==> src/rtl/smbus_seq.sv <==
module smbus_seq #(
  parameter int BUF_DEPTH      = 32,
  parameter int MAX_BLOCK      = 32,
  parameter int TIMEOUT_CYCLES = 40_000_000,
  localparam int IDX_W = $clog2(BUF_DEPTH),
  localparam int LEN_W = $clog2(MAX_BLOCK + 1),
  localparam int TMR_W = $clog2(TIMEOUT_CYCLES + 1)
) (
  input  logic             clk,
  input  logic             rst_n,
  input  logic             req_valid,
  input  logic [2:0]       req_kind,
  input  logic             req_read,
  input  logic [6:0]       req_addr,
  input  logic [7:0]       req_cmd,
  input  logic [LEN_W-1:0] req_len,
  input  logic             buf_wr_en,
  input  logic [IDX_W-1:0] buf_wr_idx,
  input  logic [7:0]       buf_wr_data,
  input  logic [IDX_W-1:0] buf_rd_idx,
  output logic [7:0]       buf_rd_data,
  output logic             eng_start,
  output logic             eng_stop,
  output logic             eng_nak_next,
  output logic             eng_clr_flags,
  output logic             eng_tx_valid,
  output logic [7:0]       eng_tx_data,
  input  logic [7:0]       eng_rx_data,
  input  logic             ev_byte_done,
  input  logic             ev_bus_err,
  input  logic             ev_nack,
  input  logic             ev_master,
  output logic             busy,
  output logic             done,
  output logic [1:0]       result,
  output logic             reset_req,
  output logic             idle_warn
);
  localparam logic [2:0] K_QUICK = 3'd0, K_BYTE = 3'd1, K_BDATA = 3'd2,
                         K_WORD  = 3'd3, K_BLOCK = 3'd4;
  localparam logic [1:0] R_OK = 2'd0, R_NODEV = 2'd1, R_IOERR = 2'd2, R_INVAL = 2'd3;

  typedef enum logic [2:0] {S_IDLE, S_ADDR, S_CMD, S_RSTART, S_QUICK, S_READ, S_WRITE} state_t;

  state_t           st;
  logic [7:0]       addr_byte, cmd_q;
  logic             cmd_is_data;
  logic [LEN_W-1:0] left;
  logic [IDX_W-1:0] ptr;
  logic [TMR_W-1:0] tmr;
  logic [7:0]       mem [BUF_DEPTH];
  logic [LEN_W-1:0] req_n;
  logic             req_ok, ev_any, io_fail, rx_store;
  logic [7:0]       wr_byte;

  assign busy        = (st != S_IDLE);
  assign ev_any      = ev_byte_done | ev_bus_err | ev_nack;
  assign io_fail     = ev_bus_err | ~ev_master;
  assign rx_store    = (st == S_READ) && ev_any && !io_fail && !ev_nack;
  assign wr_byte     = cmd_is_data ? cmd_q : mem[ptr];
  assign buf_rd_data = mem[buf_rd_idx];

  always_comb begin
    req_ok = 1'b1;
    req_n  = '0;
    case (req_kind)
      K_QUICK:         req_n = '0;
      K_BYTE, K_BDATA: req_n = LEN_W'(1);
      K_WORD:          req_n = LEN_W'(2);
      K_BLOCK: begin
        req_n = req_len;
        if (req_len == '0 || req_len > LEN_W'(MAX_BLOCK)) req_ok = 1'b0;
      end
      default:         req_ok = 1'b0;
    endcase
    if (req_n == '0 && req_read) req_ok = 1'b0;
  end

  always_ff @(posedge clk) begin
    if (buf_wr_en) mem[buf_wr_idx] <= buf_wr_data;
    if (rx_store)  mem[ptr] <= eng_rx_data;
  end

  always_ff @(posedge clk) begin
    if (!rst_n) begin
      st <= S_IDLE;
      addr_byte <= '0; cmd_q <= '0; cmd_is_data <= 1'b0;
      left <= '0; ptr <= '0; tmr <= '0;
      eng_start <= 1'b0; eng_stop <= 1'b0; eng_nak_next <= 1'b0;
      eng_clr_flags <= 1'b0; eng_tx_valid <= 1'b0; eng_tx_data <= '0;
      done <= 1'b0; result <= R_OK; reset_req <= 1'b0; idle_warn <= 1'b0;
    end else begin
      eng_start <= 1'b0; eng_stop <= 1'b0; eng_clr_flags <= 1'b0;
      eng_tx_valid <= 1'b0; done <= 1'b0; idle_warn <= 1'b0;
      if (st == S_IDLE) begin
        if (req_valid) begin
          if (!req_ok) begin
            result <= R_INVAL;
            done   <= 1'b1;
          end else begin
            addr_byte    <= {req_addr, req_read};
            cmd_q        <= req_cmd;
            cmd_is_data  <= (req_kind == K_BYTE) && !req_read;
            left         <= req_n;
            ptr          <= '0;
            tmr          <= '0;
            reset_req    <= 1'b0;
            eng_nak_next <= 1'b0;
            eng_start    <= 1'b1;
            st <= (req_kind == K_QUICK || req_kind == K_BYTE) ? S_QUICK : S_ADDR;
          end
        end else if (ev_any) begin
          idle_warn <= 1'b1;
        end
      end else if (ev_any) begin
        tmr <= '0;
        if (io_fail) begin
          st <= S_IDLE; result <= R_IOERR; reset_req <= 1'b1; done <= 1'b1;
        end else if (ev_nack) begin
          st <= S_IDLE; result <= R_NODEV; done <= 1'b1;
          eng_stop <= 1'b1; eng_clr_flags <= 1'b1;
        end else begin
          case (st)
            S_ADDR: begin
              eng_tx_valid <= 1'b1;
              eng_tx_data  <= {addr_byte[7:1], 1'b0};
              st <= S_CMD;
            end
            S_CMD: begin
              eng_tx_valid <= 1'b1;
              eng_tx_data  <= cmd_q;
              st <= addr_byte[0] ? S_RSTART : S_WRITE;
            end
            S_RSTART, S_QUICK: begin
              if (st == S_RSTART) eng_start <= 1'b1;
              eng_tx_valid <= 1'b1;
              eng_tx_data  <= addr_byte;
              if (addr_byte[0]) begin
                eng_nak_next <= (left == LEN_W'(1));
                st <= S_READ;
              end else begin
                st <= S_WRITE;
              end
            end
            S_READ: begin
              eng_nak_next <= (left == LEN_W'(2));
              if (left == LEN_W'(1)) begin
                eng_stop <= 1'b1; st <= S_IDLE; result <= R_OK; done <= 1'b1;
              end
              ptr  <= ptr + 1'b1;
              left <= left - 1'b1;
            end
            S_WRITE: begin
              if (left == '0) begin
                eng_stop <= 1'b1; st <= S_IDLE; result <= R_OK; done <= 1'b1;
              end else begin
                eng_tx_valid <= 1'b1;
                eng_tx_data  <= wr_byte;
                ptr  <= ptr + 1'b1;
                left <= left - 1'b1;
              end
            end
            default: st <= S_IDLE;
          endcase
        end
      end else if (tmr == TMR_W'(TIMEOUT_CYCLES - 1)) begin
        st <= S_IDLE; result <= R_IOERR; reset_req <= 1'b1; done <= 1'b1;
      end else begin
        tmr <= tmr + 1'b1;
      end
    end
  end

  a_r12_done_single: assert property (@(posedge clk) disable iff (!rst_n)
    done |=> !done);
  a_r12_done_when_idle: assert property (@(posedge clk) disable iff (!rst_n)
    done |-> !busy);
  a_r12_idle_quiet: assert property (@(posedge clk) disable iff (!rst_n)
    !busy && !req_valid |=> !eng_start && !eng_tx_valid && !eng_stop);
  a_r3_restart_reads: assert property (@(posedge clk) disable iff (!rst_n)
    eng_start && eng_tx_valid |-> eng_tx_data[0]);
  a_r8_nack_stops: assert property (@(posedge clk) disable iff (!rst_n)
    busy && ev_nack && !ev_bus_err && ev_master
      |=> eng_stop && eng_clr_flags && !busy && result == R_NODEV && !reset_req);
  a_r9_io_fault: assert property (@(posedge clk) disable iff (!rst_n)
    busy && ev_any && (ev_bus_err || !ev_master)
      |=> !eng_stop && !busy && reset_req && result == R_IOERR);
  a_r10_reject: assert property (@(posedge clk) disable iff (!rst_n)
    !busy && req_valid && !req_ok |=> done && !busy && !eng_start && result == R_INVAL);
endmodule

==> config.mk <==
export PLATFORM = sky130hd
export DESIGN_NAME = smbus_seq
export DESIGN_NICKNAME = d
export VERILOG_FILES = /design/src/rtl/smbus_seq.sv
export SDC_FILE = /design/constraint.sdc
export NUM_CORES = 1
export LEC_CHECK = 0
export BUFFER_PORTS_ARGS = -buffer_cell sky130_fd_sc_hd__buf_2
export CORE_MARGIN = 1
export CORE_UTILIZATION = 43
export DETAILED_ROUTE_END_ITERATION = 16
export MAX_ROUTING_LAYER = met4
export PLACE_DENSITY = 0.65
export SYNTH_ARGS = -nofsm -noshare
export SYNTH_HDL_FRONTEND = slang
export SYNTH_SLANG_ARGS = --single-unit
==> constraint.sdc <==
create_clock -name clk -period 4.6 [get_ports clk]
set_input_delay 0.92 -clock clk [delete_from_list [all_inputs] [get_ports clk]]
set_output_delay 0.92 -clock clk [all_outputs]
set_load 0.02 [all_outputs]
* Yosys cells after proc, flatten, opt, wreduce, memory -nomap -nowiden *
Memory sizes are Yosys's and may differ from the RTL's. A register that Yosys moved wholly into a read port is not among the register bits.
Index checks and enable logic that the tools add are counted.
Widths: inputs -> output; s select.

word-level totals
  memory bits (writable) = 256
  output and inout port bits = 27
  register bits after elaboration = 75
  logic and storage cells = 184
  memories kept = 1
  input port bits = 59

operators by class
  reductions and logical operators = 36
  add/subtract/negate cells = 3
  muxes and demuxes = 91
  equal/unequal tests = 26
  magnitude comparators = 1
  bitwise operators = 9

memory list
  memory  words  bits a word  read ports  clocked after memory_dff  wr ports  RTL line  RTL
  mem     32     8            2           1                         2         51        logic [7:0] mem [BUF_DEPTH];

operator list
  cell                   number
  $mux 26                5
  $mux 5                 9
  $mux 6                 7
  $mux 1                 37
  $mux 3                 11
  $pmux 8 s4             1
  $add 26x1->26 const B  1
  $eq 26x26->1 const B   1
  $mux 2                 10
  $logic_not 6->1        3
  $pmux 6 s3             1
  $mux 8                 2
  $pmux 3 s5             1
  $reduce_and 7->1       2
  $eq 3x2->1 const B     4
  $eq 3x3->1 const B     4
  $pmux 6 s2             1
  $reduce_and 6->1       2
  $reduce_bool 3->1      4
  $reduce_or 4->1        3
  $pmux 5 s2             1
  $ne 3x3->1 const B     3
  $ne 2x2->1 const B     4
  $pmux 1 s2             4
  26 further kinds       45

* Logic depth before layout (Yosys ltp) *
  depth in word-level cells = 11
  gate-level depth with buffers = 9
  mapped depth without buffers = 8

* Worst setup path after synthesis *
OpenSTA, ideal clock, no wires.

  path kind = input to output
  from = input buf_rd_idx[0]
  to = output buf_rd_data[0]
  required time = 3.680 ns
  slack = 0.949 ns
  data arrival time = 2.731 ns
  stages on the path = 5
  path buffers = 2
  cells stage by stage = buf_2 -> buf_2 -> mux4_2 -> mux4_2 -> mux2_2

between the ends
  cells in the longest elaborated chain, start to end = 1

ends and longest elaborated chain
  element       RTL line  RTL
  from (decl)   20        input logic [IDX_W-1:0] buf_rd_idx,
  $mem_v2 32x8  --
  to (decl)     21        output logic [7:0] buf_rd_data,

No other way between the ends.

* Worst setup path in the final report *
  from = input buf_rd_idx[0]
  to = output buf_rd_data[5]

The elaborated chain is that of the path after synthesis.

==> impl_metrics.ini <==
[status]
run_status = finished clean

[global_route]
grt_pass1_vias = 13100
busiest_layer = met1
gr-usage-met1 = 0.373
grtUsageTotal = 0.266
grt_remaining_overflow = 0
use_met3 = 0.0679
met2_usage = 0.373
grt_first_pass_wirelength_mm = 89.0
antenna_found_initial = 1
grt_max_degree = 65

[yosys]
avgSynthCellArea_um2 = 13.5
synth-simple-area-share = 0.0917
synth_top_family_by_area = multiplexers
yosys.area.top_type = edfxtp_1
netlist_instances = 1459
yosysMostFrequentCell = mux2_2
yosysWarnings = 0
synth_nets = 1527
synth-seq-area-share = 0.472
synthMuxAreaShare = 0.329
synth_cell_type_count = 74
syn-cell-area_mm2 = 0.0197
yosys.area_share.adder = 0.00572
yosys.area.top_type_share = 0.391
synth_area_leaders = edfxtp_1 (39%), mux2_2 (16%), mux4_2 (15%)
synth-compound-area-share = 0.0631
synth_edf_count = 256
synth_common_cells = mux2_2 (280), edfxtp_1 (256), mux4_2 (132)
synth_ff_type = edfxtp_1
synthArstFlopShare = 0
synthXorXnorAreaFrac = 0.00757
synth-seq-cells = 336

[clock_network]
cts_root_buf = clkbuf_16
clk_pin_slew_worst_paths_ns = 0.06
clock-sinks = 336
clk_latency_ns = 0.55
cts_buffers = 38
htree_levels = 2
cts_tree = done
cts-hold-fix-buffers = 0
cts_buffer_depth = 3
cts_setup_buffers = 0
cts_resized = 0

[floorplan]
ios = 86
die_w_um = 216
core_area_mm2 = 0.0453
row_count = 78
die-area_mm2 = 0.0466
die_h_um = 216
start_util = 0.434

[sta]
relSlewSlack = 0.164
min_period_ns = 4.05
fmax_ghz = 0.247
setup_tns_ns = 0
hold_viol = 0
slew_violations = 0
tightest_slew_ns = 1.24
rsz0062_at_grt = false
clock_skew_ns = 0.0152
setup_viol = 0
finalCritPeriodShare = 0.880

[worst_setup_path]
start_kind = primary input
crit_path_start = buf_rd_idx[0]
reg2reg_to = eng_tx_data[0]$_SDFFE_PN0P_
critPathCaptureType = output port
crit_type = in -> out
arrival_ns = 3.13
r2r_setup_slack_ns = 1.45
path_max_fanout = 17
cp.required_ns = 3.68
reg2regPathDepth = 6
timing.critical_path.to = buf_rd_data[5]

[drt]
drt-total-wl_mm = 60.3
routed_via_density = 6.53
drt_iter0_drc = 1807
num_vias = 13800
drt_first_pass_iters = 6
drc = 0
postRouteAntennaNets = 0
wire_per_inst_um = 28.6

[cells_and_area]
num-fill-cells = 3995
drive_above_1_share = 0.418
area_delta_synth_final_pct = 10.7
layout.nets = 1550

[placed_design]
place.gp.congestion = 0.997
io_buffers = 85
hpwl_mm = 41.0

[hold_path]
hold_class = reg -> reg

[pwr]
cellLeakagePower_nw = 7.10
p_total_w = 0.00720
power.density_mw_per_mm2 = 330
ir_drop_uv = 251

[run]
maxCapViolCount = 0
-- routing by layer --
layer	vias to the layer above	routed length [µm]
met5	-	0
met4	0	1970
met3	102	6960
met2	852	26300
met1	7028	25100
li1	5815	-
-- report_power, final --
group,internal (W),switching (W)
Clock,0.00176,0.00125
Combinational,0.000335,0.000467
Sequential,0.00332,0.0000624
-- sequential cells by signal (all words and copies together), names as in the netlist, 2 cells and up, named ones only --
| name | flops |
|---|---|
| addr_byte | 8 |
| cmd_q | 8 |
| eng_tx_data | 8 |
| left | 6 |
| mem | 256 |
| ptr | 5 |
| result | 2 |
| st | 3 |
| tmr | 26 |
-- logic make-up (layout without fill, tap and decap cells) --
logic type / after synthesis / count (layout)
mux: 446 / 446
flops: 336 / 336
simple gates: 321 / 321
compound gates: 185 / 185
buf+inv: 145 / 197
xor+xnor: 17 / 17
fa+ha+maj: 9 / 9
other cells: 0 / 1
-- critical path, stage by stage --
cell and delay [ns]:
buf_4 0.31, buf_4 0.29, mux4_2 0.54, mux4_2 0.52
mux2_2 0.34, buf_2 0.18
-- cell type report --
cell class | count | area (µm²) | area share
flip-flops and latches | 336 | 9300 | 0.427
multi-input cells | 978 | 9780 | 0.449
clock inverters | 18 | 149 | 0.00684
diodes | 1 | 2.50 | 0.000115
repair buffers | 113 | 676 | 0.0310
well taps | 600 | 751 | 0.0345
inverters | 15 | 56.3 | 0.00258
clock buffers | 51 | 1070 | 0.0493
-- worst min-delay path by stage --
stage	start	end	slack, ns	cells past startpoint
finish	eng_nak_next$_SDFFE_PN0P_	eng_nak_next$_SDFFE_PN0P_	0.49	2
global route	eng_nak_next$_SDFFE_PN0P_	eng_nak_next$_SDFFE_PN0P_	0.50	2
CTS	eng_nak_next$_SDFFE_PN0P_	eng_nak_next$_SDFFE_PN0P_	0.49	2
detailed placement	eng_nak_next$_SDFFE_PN0P_	eng_nak_next$_SDFFE_PN0P_	0.48	2
global placement	tmr[6]$_SDFFE_PN0P_	tmr[6]$_SDFFE_PN0P_	0.46	1
floorplan	tmr[6]$_SDFFE_PN0P_	tmr[6]$_SDFFE_PN0P_	0.45	1
-- cells in the final DEF, fill, tap and decap left out, types with 32 or more instances in the layout --
cell type    n
buf_2       84
clkbuf_16   41
dfxtp_1     78
edfxtp_1   256
mux2_2     280
mux2i_1     33
mux4_2     132
nand2_1     51
nand2_2     32
nand3_1     33
nor2_1      45
nor2b_1     33
o21ai_0     68
-- stage by stage --
| stage | cell area (µm²) | util | std cells | setup WS, ns | hold WS (ns) |
|---|---|---|---|---|---|
| 3_3_place_gp | 20600 | 0.454 | 2042 | 0.575 | 0.463 |
| 5_1_grt | 21800 | 0.481 | 2112 | 0.468 | 0.497 |
| 3_5_place_dp | 20600 | 0.454 | 2042 | 0.548 | 0.482 |
| 2_1_floorplan | 19700 | - | 1459 | 0.949 | 0.449 |
| 6_report | 21800 | 0.481 | 2112 | 0.551 | 0.486 |
| 4_1_cts | 21800 | 0.481 | 2111 | 0.555 | 0.488 |
(Power assumes the default switching activity.)
